**config.mk**
```make
export PLATFORM = sky130hd
export DESIGN_NAME = edo_seq
export DESIGN_NICKNAME = d
export VERILOG_FILES = /design/src/rtl/edo_seq_pkg.sv /design/src/rtl/edo_addr_split.sv /design/src/rtl/edo_ras_guard.sv /design/src/rtl/edo_seq.sv
export SDC_FILE = /design/constraint.sdc
export NUM_CORES = 1
export LEC_CHECK = 0
export BUFFER_PORTS_ARGS = -buffer_cell sky130_fd_sc_hd__buf_2
export CORE_AREA = 2 2 89 91
export CTS_CLUSTER_DIAMETER = 30
export DETAILED_ROUTE_END_ITERATION = 8
export DIE_AREA = 0 0 91 93
export MAX_ROUTING_LAYER = met4
export PLACE_DENSITY = 0.86
export SKIP_LAST_GASP = 1
export SYNTH_ARGS = -nofsm -noshare
export SYNTH_HDL_FRONTEND = slang
export SYNTH_SLANG_ARGS = --single-unit
```
**constraint.sdc**
```tcl
create_clock -name clk -period 3.7 [get_ports clk]
set_input_delay 0.37 -clock clk [delete_from_list [all_inputs] [get_ports clk]]
set_output_delay 0.37 -clock clk [all_outputs]
set_load 0.005 [all_outputs]
```
**src/rtl/edo_seq_pkg.sv**
```systemverilog
package edo_seq_pkg;

    typedef enum logic [2:0] {
        ST_IDLE,
        ST_PRECH,
        ST_ROWACT,
        ST_COLSET,
        ST_COLACT,
        ST_CASPRE,
        ST_OPEN,
        ST_REF
    } edo_state_e;

endpackage

```
**src/rtl/edo_addr_split.sv**
```systemverilog
module edo_addr_split #(
    parameter int ROW_W = 13,
    parameter int COL_W = 10,
    parameter int BUS_W = 13
) (
    input  logic [ROW_W+COL_W-1:0] addr,
    input  logic                   row_open,
    input  logic [ROW_W-1:0]       open_row,
    output logic [ROW_W-1:0]       row_of,
    output logic [BUS_W-1:0]       row_bus,
    output logic [BUS_W-1:0]       col_bus,
    output logic                   hit
);
    logic [COL_W-1:0] col_of;

    assign row_of = addr[ROW_W+COL_W-1:COL_W];
    assign col_of = addr[COL_W-1:0];
    assign hit    = row_open && (row_of == open_row);

    // pad the narrower half up to the shared bus width
    generate
        if (BUS_W == ROW_W) begin : g_row_full
            assign row_bus = row_of;
        end else begin : g_row_pad
            assign row_bus = {{(BUS_W-ROW_W){1'b0}}, row_of};
        end
        if (BUS_W == COL_W) begin : g_col_full
            assign col_bus = col_of;
        end else begin : g_col_pad
            assign col_bus = {{(BUS_W-COL_W){1'b0}}, col_of};
        end
    endgenerate
endmodule

```
**src/rtl/edo_ras_guard.sv**
```systemverilog
module edo_ras_guard #(
    parameter int T_RAS_MAX = 40,
    parameter int ACC_LEN   = 4,
    parameter int T_RP      = 3
) (
    input  logic clk,
    input  logic rst_n,
    input  logic ras_n,
    output logic room
);
    localparam int CW = $clog2(T_RAS_MAX + 2);
    localparam int HW = $clog2(T_RP + 2);

    logic [CW-1:0] lo_d, lo_q;   // cycles the row strobe has been low before now
    logic [HW-1:0] hi_d, hi_q;   // cycles the row strobe has been high, saturating

    always_comb begin
        lo_d = lo_q;
        hi_d = hi_q;
        if (ras_n) begin
            lo_d = '0;
            if (hi_q != HW'(T_RP)) hi_d = hi_q + 1'b1;
        end else begin
            hi_d = '0;
            if (lo_q != CW'(T_RAS_MAX + 1)) lo_d = lo_q + 1'b1;
        end
    end

    always_ff @(posedge clk) begin
        if (!rst_n) begin
            lo_q <= '0;
            hi_q <= HW'(T_RP);
        end else begin
            lo_q <= lo_d;
            hi_q <= hi_d;
        end
    end

    // another column access plus the closing cycle must still fit
    assign room = ras_n || ((32'(lo_q) + 32'(ACC_LEN) + 32'd2) <= 32'(T_RAS_MAX));

    p_ras_cap_r8: assert property (@(posedge clk) disable iff (!rst_n)
        !ras_n |-> (32'(lo_q) < 32'(T_RAS_MAX)));

    p_precharge_r7: assert property (@(posedge clk) disable iff (!rst_n)
        $fell(ras_n) |-> (32'(hi_q) >= 32'(T_RP)));
endmodule

```
**src/rtl/edo_seq.sv**
```systemverilog
module edo_seq
    import edo_seq_pkg::*;
#(
    parameter int ROW_W     = 13,
    parameter int COL_W     = 10,
    parameter int DATA_W    = 8,
    parameter int T_RCD     = 3,
    parameter int T_CAS     = 2,
    parameter int T_CP      = 1,
    parameter int T_RP      = 3,
    parameter int T_RAS_MAX = 40,
    localparam int ADDR_W   = ROW_W + COL_W,
    localparam int BUS_W    = (ROW_W > COL_W) ? ROW_W : COL_W
) (
    input  logic              clk,
    input  logic              rst_n,
    input  logic              req_valid,
    output logic              req_ready,
    input  logic              req_write,
    input  logic [ADDR_W-1:0] req_addr,
    input  logic [DATA_W-1:0] req_wdata,
    output logic              rd_valid,
    output logic [DATA_W-1:0] rd_data,
    input  logic              ref_req,
    output logic              ref_gnt,
    output logic [BUS_W-1:0]  dram_addr,
    output logic              dram_ras_n,
    output logic              dram_cas_n,
    output logic              dram_we_n,
    output logic              dram_oe_n,
    output logic              dram_dq_oe,
    output logic [DATA_W-1:0] dram_dq_out,
    input  logic [DATA_W-1:0] dram_dq_in
);
    localparam int ACC_LEN = 1 + T_CAS + T_CP;
    localparam int TM_A    = (T_RCD > T_CAS) ? T_RCD : T_CAS;
    localparam int TM_B    = (T_CP > T_RP) ? T_CP : T_RP;
    localparam int TMAX    = (TM_A > TM_B) ? TM_A : TM_B;
    localparam int TMR_W   = $clog2(TMAX + 1);

    typedef struct packed {
        edo_state_e        st;
        logic [TMR_W-1:0]  tmr;
        logic              ras_n;
        logic              cas_n;
        logic              we_n;
        logic              oe_n;
        logic              dq_oe;
        logic [BUS_W-1:0]  bus;
        logic [ROW_W-1:0]  row;
        logic [BUS_W-1:0]  col;
        logic              wr;
        logic [DATA_W-1:0] wdata;
        logic [DATA_W-1:0] rdata;
        logic              rd_valid;
        logic              gnt;
    } seq_t;

    seq_t q, n;
    logic ready;

    logic [ROW_W-1:0] row_of;
    logic [BUS_W-1:0] row_bus;
    logic [BUS_W-1:0] col_bus;
    logic             hit;
    logic             room;

    edo_addr_split #(.ROW_W(ROW_W), .COL_W(COL_W), .BUS_W(BUS_W)) u_split (
        .addr     (req_addr),
        .row_open (q.st == ST_OPEN),
        .open_row (q.row),
        .row_of   (row_of),
        .row_bus  (row_bus),
        .col_bus  (col_bus),
        .hit      (hit)
    );

    edo_ras_guard #(.T_RAS_MAX(T_RAS_MAX), .ACC_LEN(ACC_LEN), .T_RP(T_RP)) u_guard (
        .clk   (clk),
        .rst_n (rst_n),
        .ras_n (q.ras_n),
        .room  (room)
    );

    always_comb begin
        n          = q;
        n.rd_valid = 1'b0;
        ready      = 1'b0;
        case (q.st)
            ST_IDLE: begin
                if (ref_req) begin
                    n.st  = ST_REF;
                    n.gnt = 1'b1;
                end else begin
                    ready = 1'b1;
                    if (req_valid) begin
                        n.st    = ST_ROWACT;
                        n.ras_n = 1'b0;
                        n.bus   = row_bus;
                        n.row   = row_of;
                        n.col   = col_bus;
                        n.wr    = req_write;
                        n.wdata = req_wdata;
                        n.tmr   = TMR_W'(T_RCD - 1);
                    end
                end
            end
            ST_ROWACT: begin
                if (q.tmr != '0) begin
                    n.tmr = q.tmr - 1'b1;
                end else begin
                    n.st    = ST_COLSET;
                    n.bus   = q.col;
                    n.we_n  = !q.wr;
                    n.dq_oe = q.wr;
                end
            end
            ST_COLSET: begin
                n.st    = ST_COLACT;
                n.cas_n = 1'b0;
                n.oe_n  = q.wr;
                n.tmr   = TMR_W'(T_CAS - 1);
            end
            ST_COLACT: begin
                if (q.tmr != '0) begin
                    n.tmr = q.tmr - 1'b1;
                end else begin
                    n.st       = ST_CASPRE;
                    n.cas_n    = 1'b1;
                    n.oe_n     = 1'b1;
                    n.we_n     = 1'b1;
                    n.dq_oe    = 1'b0;
                    n.rd_valid = !q.wr;
                    if (!q.wr) n.rdata = dram_dq_in;
                    n.tmr      = TMR_W'(T_CP - 1);
                end
            end
            ST_CASPRE: begin
                if (q.tmr != '0) n.tmr = q.tmr - 1'b1;
                else             n.st  = ST_OPEN;
            end
            ST_OPEN: begin
                if (ref_req || !room || (req_valid && !hit)) begin
                    n.st    = ST_PRECH;
                    n.ras_n = 1'b1;
                    n.tmr   = TMR_W'(T_RP - 1);
                end else begin
                    ready = 1'b1;
                    if (req_valid) begin
                        n.st    = ST_COLSET;
                        n.bus   = col_bus;
                        n.col   = col_bus;
                        n.wr    = req_write;
                        n.wdata = req_wdata;
                        n.we_n  = !req_write;
                        n.dq_oe = req_write;
                    end
                end
            end
            ST_PRECH: begin
                if (q.tmr != '0) n.tmr = q.tmr - 1'b1;
                else             n.st  = ST_IDLE;
            end
            ST_REF: begin
                if (!ref_req) begin
                    n.gnt = 1'b0;
                    n.st  = ST_PRECH;
                    n.tmr = TMR_W'(T_RP - 1);
                end
            end
            default: n.st = ST_IDLE;
        endcase
    end

    always_ff @(posedge clk) begin
        if (!rst_n) begin
            q          <= '0;
            q.st       <= ST_IDLE;
            q.ras_n    <= 1'b1;
            q.cas_n    <= 1'b1;
            q.we_n     <= 1'b1;
            q.oe_n     <= 1'b1;
        end else begin
            q <= n;
        end
    end

    assign req_ready   = ready;
    assign rd_valid    = q.rd_valid;
    assign rd_data     = q.rdata;
    assign ref_gnt     = q.gnt;
    assign dram_addr   = q.bus;
    assign dram_ras_n  = q.ras_n;
    assign dram_cas_n  = q.cas_n;
    assign dram_we_n   = q.we_n;
    assign dram_oe_n   = q.oe_n;
    assign dram_dq_oe  = q.dq_oe;
    assign dram_dq_out = q.wdata;

    p_cas_in_row_r2: assert property (@(posedge clk) disable iff (!rst_n)
        !dram_cas_n |-> !dram_ras_n);

    p_we_setup_r4: assert property (@(posedge clk) disable iff (!rst_n)
        ($fell(dram_cas_n) && !dram_we_n) |-> $past(!dram_we_n && dram_dq_oe));

    p_write_no_oe_r4: assert property (@(posedge clk) disable iff (!rst_n)
        !dram_we_n |-> dram_oe_n);

    p_drive_only_write_r4: assert property (@(posedge clk) disable iff (!rst_n)
        dram_dq_oe |-> !dram_we_n);

    p_rdv_at_cas_rise_r5: assert property (@(posedge clk) disable iff (!rst_n)
        rd_valid |-> ($rose(dram_cas_n) && dram_we_n));

    p_gnt_quiet_r9: assert property (@(posedge clk) disable iff (!rst_n)
        ref_gnt |-> (dram_ras_n && dram_cas_n));

    p_gnt_release_r9: assert property (@(posedge clk) disable iff (!rst_n)
        (ref_gnt && !ref_req) |=> !ref_gnt);

    p_no_take_in_ref_r9: assert property (@(posedge clk) disable iff (!rst_n)
        (ref_req || ref_gnt) |-> !req_ready);

    p_busy_not_ready_r10: assert property (@(posedge clk) disable iff (!rst_n)
        !dram_cas_n |-> !req_ready);
endmodule

```
# After elaboration in Yosys (flattened, before gate mapping)
# Index checks and enable logic that the tools add are counted.
# op_classes
add_sub_neg	4
order_cmp	1
n_eq_ne	22
n_mux	38
bitwise	5
n_reduce_logical	28
# ops
op	count
$mux 48	2
$mux 22	2
$pmux 22 s2	1
$mux 14	3
$pmux 5 s8	1
$pmux 13 s3	1
$add 32x2->32 const B	1
$le 32x6->1 const B	1
$mux 3	9
$ne 2x2->1 const B	11
$eq 13x13->1	1
$eq 3x3->1 const B	4
$pmux 1 s2	5
$reduce_and 5->1	2
$reduce_and 3->1	3
$reduce_and 4->1	2
$reduce_bool 2->1	4
$add 6x3->7 const B	1
$mux 1	7
$reduce_and 7->1	1
$add 6x1->6 const B	1
$eq 3x2->1 const B	2
$mux 6	1
$ne 3x3->1 const B	2
17 further kinds	30
# word_totals
regBits	74
in_bits	44
out_inout_bits	37
wordCells	114

# Logic depth before layout (Yosys ltp)
# logic_depth
word_depth	9
depth_mapped	10

# By module
# A second synthesis with hierarchy kept.
# hier_totals
cells_unflattened	519
hier_area_um2	4434.3
# by_module_without_submodules
module	instances	cells_each	area_each_um2
edo_seq	1	401	3479.6
edo_ras_guard	1	60	509.2
edo_addr_split	1	58	445.4

# Least setup slack after synthesis
# OpenSTA, ideal clock, no wires.
# synth_path
path_type	register to register
from	register u_guard.lo_q[2]
to	register q, in the netlist dram_addr[1]
setup_ns	0.079
arrival_time_ns	2.155
setup_slack_ns	1.466
stages_incl_launch_ff	9
path_buffers	1
cell_sequence	dfxtp_1 -> inv_1 -> ha_1 -> nor3b_1 -> xor2_1 -> a211o_2 -> buf_6 -> or4_1 -> o211ai_1
# synth_between
elab_chain_cells	9
# synth_rtl
element	line_no	rtl
start, declared	edo_ras_guard.sv:14	logic [CW-1:0] lo_d, lo_q;
start signal, assigned	edo_ras_guard.sv:34	lo_q <= lo_d;
$add 6x3->7	edo_ras_guard.sv:40	assign room = ras_n || ((32'(lo_q) + 32'(ACC_LEN) + 32'd2) <= 32'(T_RAS_MAX));
$add 32x2->32	edo_ras_guard.sv:40	
$le 32x6->1	edo_ras_guard.sv:40	
$logic_or 1x1->1	edo_ras_guard.sv:40	
$logic_not 1->1	edo_seq.sv:143	if (ref_req || !room || (req_valid && !hit)) begin
$logic_or 1x1->1 (2 in series)	edo_seq.sv:143	
$ne 2x2->1 (no line)	--	
$reduce_and 6->1 (no line)	--	
end signal, assigned	edo_seq.sv:184	q <= n;
end, declared	edo_seq.sv:59	seq_t q, n;
# Every way passes these cells.
# A chain may end at the register's enable or synchronous reset.

# Worst setup path in the final report
# layout_path
from	register q[66] (netlist name)
to	output port req_ready
# layout_between
elab_chain_cells	7
word_cells_on_any_way	8
classes_between	1 x eq/ne; 2 x mux; 5 x reduce/logical
# layout_rtl
element	line_no	rtl
$eq 3x3->1	edo_seq.sv:70, edo_seq.sv:89	
$logic_and 1x1->1	edo_addr_split.sv:18	assign hit = row_open && (row_of == open_row);
$logic_not 1->1	edo_seq.sv:143	
$logic_and 1x1->1	edo_seq.sv:143	
$logic_or 1x1->1	edo_seq.sv:143	
$mux 1	edo_seq.sv:143	
$pmux 1 s2 (*)	edo_seq.sv:89	case (q.st)
end, declared	edo_seq.sv:18	output logic req_ready,
# Every way passes the cells marked *; elsewhere a longest branch is shown, timed or not.

==> reports/summary.json <==
{
  "worst_path_cell_trace": {"value": "nand3b_1 > nor4_1 > nand4_1 > a21oi_1 > a41oi_1 > nor2_1 > buf_2"},
  "postLayoutSetupSlackWorst": {"value": 0.6869, "unit": "ns"},
  "timing.critical_path.arrival": {"value": 2.64, "unit": "ns"},
  "worst_clock_skew": {"value": 0.008647, "unit": "ns"},
  "drcViolationCount": {"value": 0},
  "vias_per_cell": {"value": 5.697},
  "place.port_buffers": {"value": 80},
  "gp_congestion": {"value": 0.8580},
  "syn_nets": {"value": 543},
  "placeableCoreArea": {"value": 7527, "unit": "um^2"},
  "syn-mean-instance-area": {"value": 8.031, "unit": "um^2"},
  "reg2reg_to": {"value": "dram_addr[2]$_SDFFE_PN0P_"},
  "first_global_vias": {"value": 3307},
  "critical_path_depth": {"value": 7},
  "final-max-slew-violation-count": {"value": 0},
  "ys_seq_area_frac": {"value": 0.3597},
  "cell_internal_pwr": {"value": 1.600, "unit": "mW"},
  "holdPathEnd": {"value": "rd_data[0]$_SDFFE_PN0P_"},
  "static-leakage-power": {"value": 1.850, "unit": "nW"},
  "max_freq": {"value": 331.9, "unit": "MHz"},
  "number_of_buffers_inserted_during_clock_tree_synthesis": {"value": 9},
  "start_util": {"value": 0.5249},
  "ys.warnings.count": {"value": 0},
  "tritoncts": {"value": "built"},
  "place_ws": {"value": 0.8269, "unit": "ns"},
  "final_min_period_over_clock_period": {"value": 0.8144},
  "finalCoreUtilization": {"value": 0.5805},
  "critical_path_peak_fanout": {"value": 21},
  "outcome": {"value": "finished, final reports clean"},
  "power.switching_fraction": {"value": 0.3604},
  "dpl.cell_count": {"value": 615},
  "combPwrFrac": {"value": 0.329},
  "timing.reg2reg.worst_path_depth": {"value": 6},
  "slowest_delay": {"value": 0.73, "unit": "ns"},
  "wl_per_cell": {"value": 14.57, "unit": "um"},
  "critical_path.n_buffers_inverters": {"value": 1},
  "slowest_stage_cell_crit_path": {"value": "sky130_fd_sc_hd__dfxtp_1"},
  "power.sequential.fraction": {"value": 0.392},
  "layout.nets": {"value": 575},
  "final_hold_viol_count": {"value": 0},
  "global_route.overflow_total": {"value": 0},
  "drt-pass1-iter-count": {"value": 5},
  "power.density_cell_area": {"value": 572.5, "unit": "nW/um^2"},
  "setup_tns": {"value": 0, "unit": "ns"},
  "synth_unique_cells": {"value": 42},
  "clock_latency": {"value": 0.35, "unit": "ns"},
  "filler_cells_inserted": {"value": 704},
  "grt_start_max_net_pins": {"value": 35},
  "setup.worst_path.class": {"value": "reg -> out"},
  "rsz0062_at_grt": {"value": "false"},
  "htree_num_levels": {"value": 3},
  "die_w": {"value": 91, "unit": "um"},
  "routed_wire_length": {"value": 9.195, "unit": "mm"},
  "clock_tree.root_cell": {"value": "sky130_fd_sc_hd__clkbuf_8"},
  "mappedNetlistArea": {"value": 3951, "unit": "um^2"},
  "num_rows": {"value": 32},
  "worst_setup_path_start_kind": {"value": "flip-flop"},
  "dp.final_hpwl": {"value": 6.624, "unit": "mm"},
  "ys_dominant_reg_cell": {"value": "sky130_fd_sc_hd__dfxtp_1"},
  "route.vias.total": {"value": 3595},
  "antennaDiodeCount": {"value": 0},
  "path_clk_slew": {"value": 0.08, "unit": "ns"},
  "period_minus_slack": {"value": 3.013, "unit": "ns"},
  "clock_power_share": {"value": 0.279},
  "design.die.area": {"value": 8463, "unit": "um^2"},
  "critPathRequiredTime": {"value": 3.33, "unit": "ns"},
  "synthesis.instances": {"value": 492},
  "cts-hold-fix-buffers": {"value": 0},
  "ctsResizeCount": {"value": 0},
  "post-cts-setup-buffers": {"value": 0},
  "post-layout-total-power": {"value": 2.501, "unit": "mW"},
  "power.net_switching": {"value": 901.5, "unit": "uW"},
  "worst_min_delay_path_startpoint": {"value": "dram_dq_in[0]"},
  "ioPinCount": {"value": 81},
  "drt-initial-drc-count": {"value": 194},
  "vertical_die_dimension": {"value": 93, "unit": "um"},
  "cts_buffer_depth": {"value": 2},
  "syn_to_final_growth": {"value": 10.58, "unit": "%"},
  "finish.cell_count_without_fillers": {"value": 631},
  "ys_seq_elements": {"value": 71},
  "timing_worst_slew_pin_value": {"value": 1.050, "unit": "ns"},
  "min_delay_path_depth": {"value": 3},
  "max-slew-margin-rel": {"value": 0.2977},
  "peakVddDrop": {"value": 0.2527, "unit": "mV"},
  "timing.rr.start": {"value": "q[66]$_SDFFE_PN0P_"},
  "ant_nets": {"value": 0},
  "grt_pass1_wl": {"value": 15.15, "unit": "mm"},
  "tritoncts_num_sinks": {"value": 71},
  "min_delay_path_class": {"value": "in -> reg"},
  "grtUsageTotal": {"value": 0.2256},
  "grt_antenna_before_repair": {"value": 0},
  "critical_path.top_delay_family": {"value": "simple AND/OR/NAND/NOR gates"},
  "crit_path_end_kind": {"value": "primary output"},
  "synth-edff-count": {"value": 0},
  "reg2reg_slack": {"value": 0.79, "unit": "ns"},
  "ys_async_sr_fraction": {"value": 0},
  "drv.max_cap_violation_count": {"value": 0},
  "drive_above_1_share": {"value": 0.2004},
  "finalSetupViolCount": {"value": 0}
}
-- stage by stage --
step | cell area, um^2 | hold WS, ns
CTS | 4369 | 0.2425
floorplan | 3951 | 0.4373
global placement | 4146 | 0.4433
finish | 4369 | 0.2518
detailed placement | 4146 | 0.4525
global route | 4369 | 0.2484
-- cells in the mapped netlist, types with 2 or more instances --
master / instances / area share
sky130_fd_sc_hd__dfxtp_1: 71 / 0.36
sky130_fd_sc_hd__nand2b_1: 7 / 0.011
sky130_fd_sc_hd__or3_1: 2 / 0.0032
sky130_fd_sc_hd__a211oi_1: 2 / 0.0038
sky130_fd_sc_hd__nor2b_1: 4 / 0.0063
sky130_fd_sc_hd__inv_1: 6 / 0.0057
sky130_fd_sc_hd__a32o_1: 2 / 0.0051
sky130_fd_sc_hd__nor2_1: 36 / 0.034
sky130_fd_sc_hd__ha_1: 7 / 0.022
sky130_fd_sc_hd__or4_1: 10 / 0.019
sky130_fd_sc_hd__a21oi_1: 36 / 0.046
sky130_fd_sc_hd__o22ai_1: 2 / 0.0032
sky130_fd_sc_hd__buf_4: 30 / 0.057
sky130_fd_sc_hd__nor4_1: 3 / 0.0048
sky130_fd_sc_hd__o21ai_0: 8 / 0.010
sky130_fd_sc_hd__mux2i_1: 39 / 0.099
sky130_fd_sc_hd__or2_2: 3 / 0.0048
sky130_fd_sc_hd__nor3_1: 16 / 0.020
sky130_fd_sc_hd__o21a_1: 3 / 0.0057
sky130_fd_sc_hd__buf_2: 2 / 0.0025
sky130_fd_sc_hd__nand4_1: 2 / 0.0032
sky130_fd_sc_hd__xor2_1: 16 / 0.035
sky130_fd_sc_hd__o211ai_1: 17 / 0.032
sky130_fd_sc_hd__clkbuf_1: 30 / 0.028
sky130_fd_sc_hd__xnor2_1: 8 / 0.018
sky130_fd_sc_hd__nand2_1: 79 / 0.075
sky130_fd_sc_hd__nor3b_1: 2 / 0.0038
sky130_fd_sc_hd__nand3b_1: 2 / 0.0038
sky130_fd_sc_hd__a31oi_1: 10 / 0.016
sky130_fd_sc_hd__buf_6: 2 / 0.0057
sky130_fd_sc_hd__nand3_1: 24 / 0.030
-- layer usage --
metal	vias to the layer above	share of wire	global-route usage
met5	-	0	-
met4	0	0.033	0.1136
met3	29	0.068	0.04915
met2	144	0.48	0.3623
met1	1681	0.42	0.2692
li1	1741	-	-
-- worst register-to-register path: cells and delay by family, from the launching register on --
kind | cells | cell delay [ns]
simple gates | 5 | 1.82
compound gates | 1 | 0.21
flops | 1 | 0.73
-- how the worst max path moves through the flow --
stage	start	to
CTS	q[66]$_SDFFE_PN0P_	req_ready
global route	q[66]$_SDFFE_PN0P_	req_ready
detailed placement	q[66]$_SDFFE_PN0P_	dram_addr[2]$_SDFFE_PN0P_
finish	q[66]$_SDFFE_PN0P_	req_ready
floorplan	u_guard.lo_q[2]$_SDFFE_PP0P_	dram_addr[1]$_SDFFE_PN0P_
global placement	q[66]$_SDFFE_PN0P_	dram_addr[11]$_SDFFE_PN0P_
-- layout make-up --
class,instances,area (um^2),area share
sequential,71,1421,0.3253
multi-input combinational,351,2137,0.4891
tap,102,127.6,0.02921
timing repair buffer,85,437.9,0.1002
clock buffer,11,141.4,0.03236
inverter,6,22.52,0.005155
clock inverter,5,81.33,0.01861
-- cells by family (layout without fill, tap and decap cells) --
| family | Yosys count | in the layout | share of synthesized area |
|---|---|---|---|
| xor gates and xnor gates | 24 | 24 | 0.05320 |
| AOI/OAI and AO/OA | 88 | 88 | 0.1403 |
| adders and majority gates | 7 | 7 | 0.02216 |
| muxes | 40 | 40 | 0.1016 |
| and+or+nand+nor | 192 | 192 | 0.2236 |
| buffers and inverters | 70 | 107 | 0.09943 |
| DFF | 71 | 71 | 0.3597 |
-- flip-flops by register name (all words and copies together) (netlist names) --
| name | cells |
|---|---|
| dram_cas_n | 1 |
| dram_we_n | 1 |
| dram_ras_n | 1 |
| rd_data | 8 |
| rd_valid | 1 |
| dram_addr | 13 |
| u_guard.lo_q | 6 |
| dram_dq_out | 8 |
| ref_gnt | 1 |
| dram_oe_n | 1 |
| dram_dq_oe | 1 |
| q | 29 |
-- layout by cell type, fill, tap and decap left out, types with 8 or more instances in the layout --
cell                       count
sky130_fd_sc_hd__a21oi_1      36
sky130_fd_sc_hd__a31oi_1      10
sky130_fd_sc_hd__buf_2        80
sky130_fd_sc_hd__clkbuf_8     10
sky130_fd_sc_hd__dfxtp_1      71
sky130_fd_sc_hd__mux2i_1      39
sky130_fd_sc_hd__nand2_1      79
sky130_fd_sc_hd__nand3_1      24
sky130_fd_sc_hd__nor2_1       36
sky130_fd_sc_hd__nor3_1       16
sky130_fd_sc_hd__o211ai_1     17
sky130_fd_sc_hd__o21ai_0       8
sky130_fd_sc_hd__or4_1        10
sky130_fd_sc_hd__xnor2_1       8
sky130_fd_sc_hd__xor2_1       16
-- power groups by stage --
stage | clock network, mW | logic [mW] | registers, mW
floorplan | 0 | 0.711 | 0.934
global placement | 0 | 0.788 | 0.985
detailed placement | 0 | 0.810 | 0.995
CTS | 0.710 | 0.815 | 0.978
global route | 0.740 | 0.902 | 0.997
finish | 0.698 | 0.822 | 0.981
(Power assumes the default switching activity.)
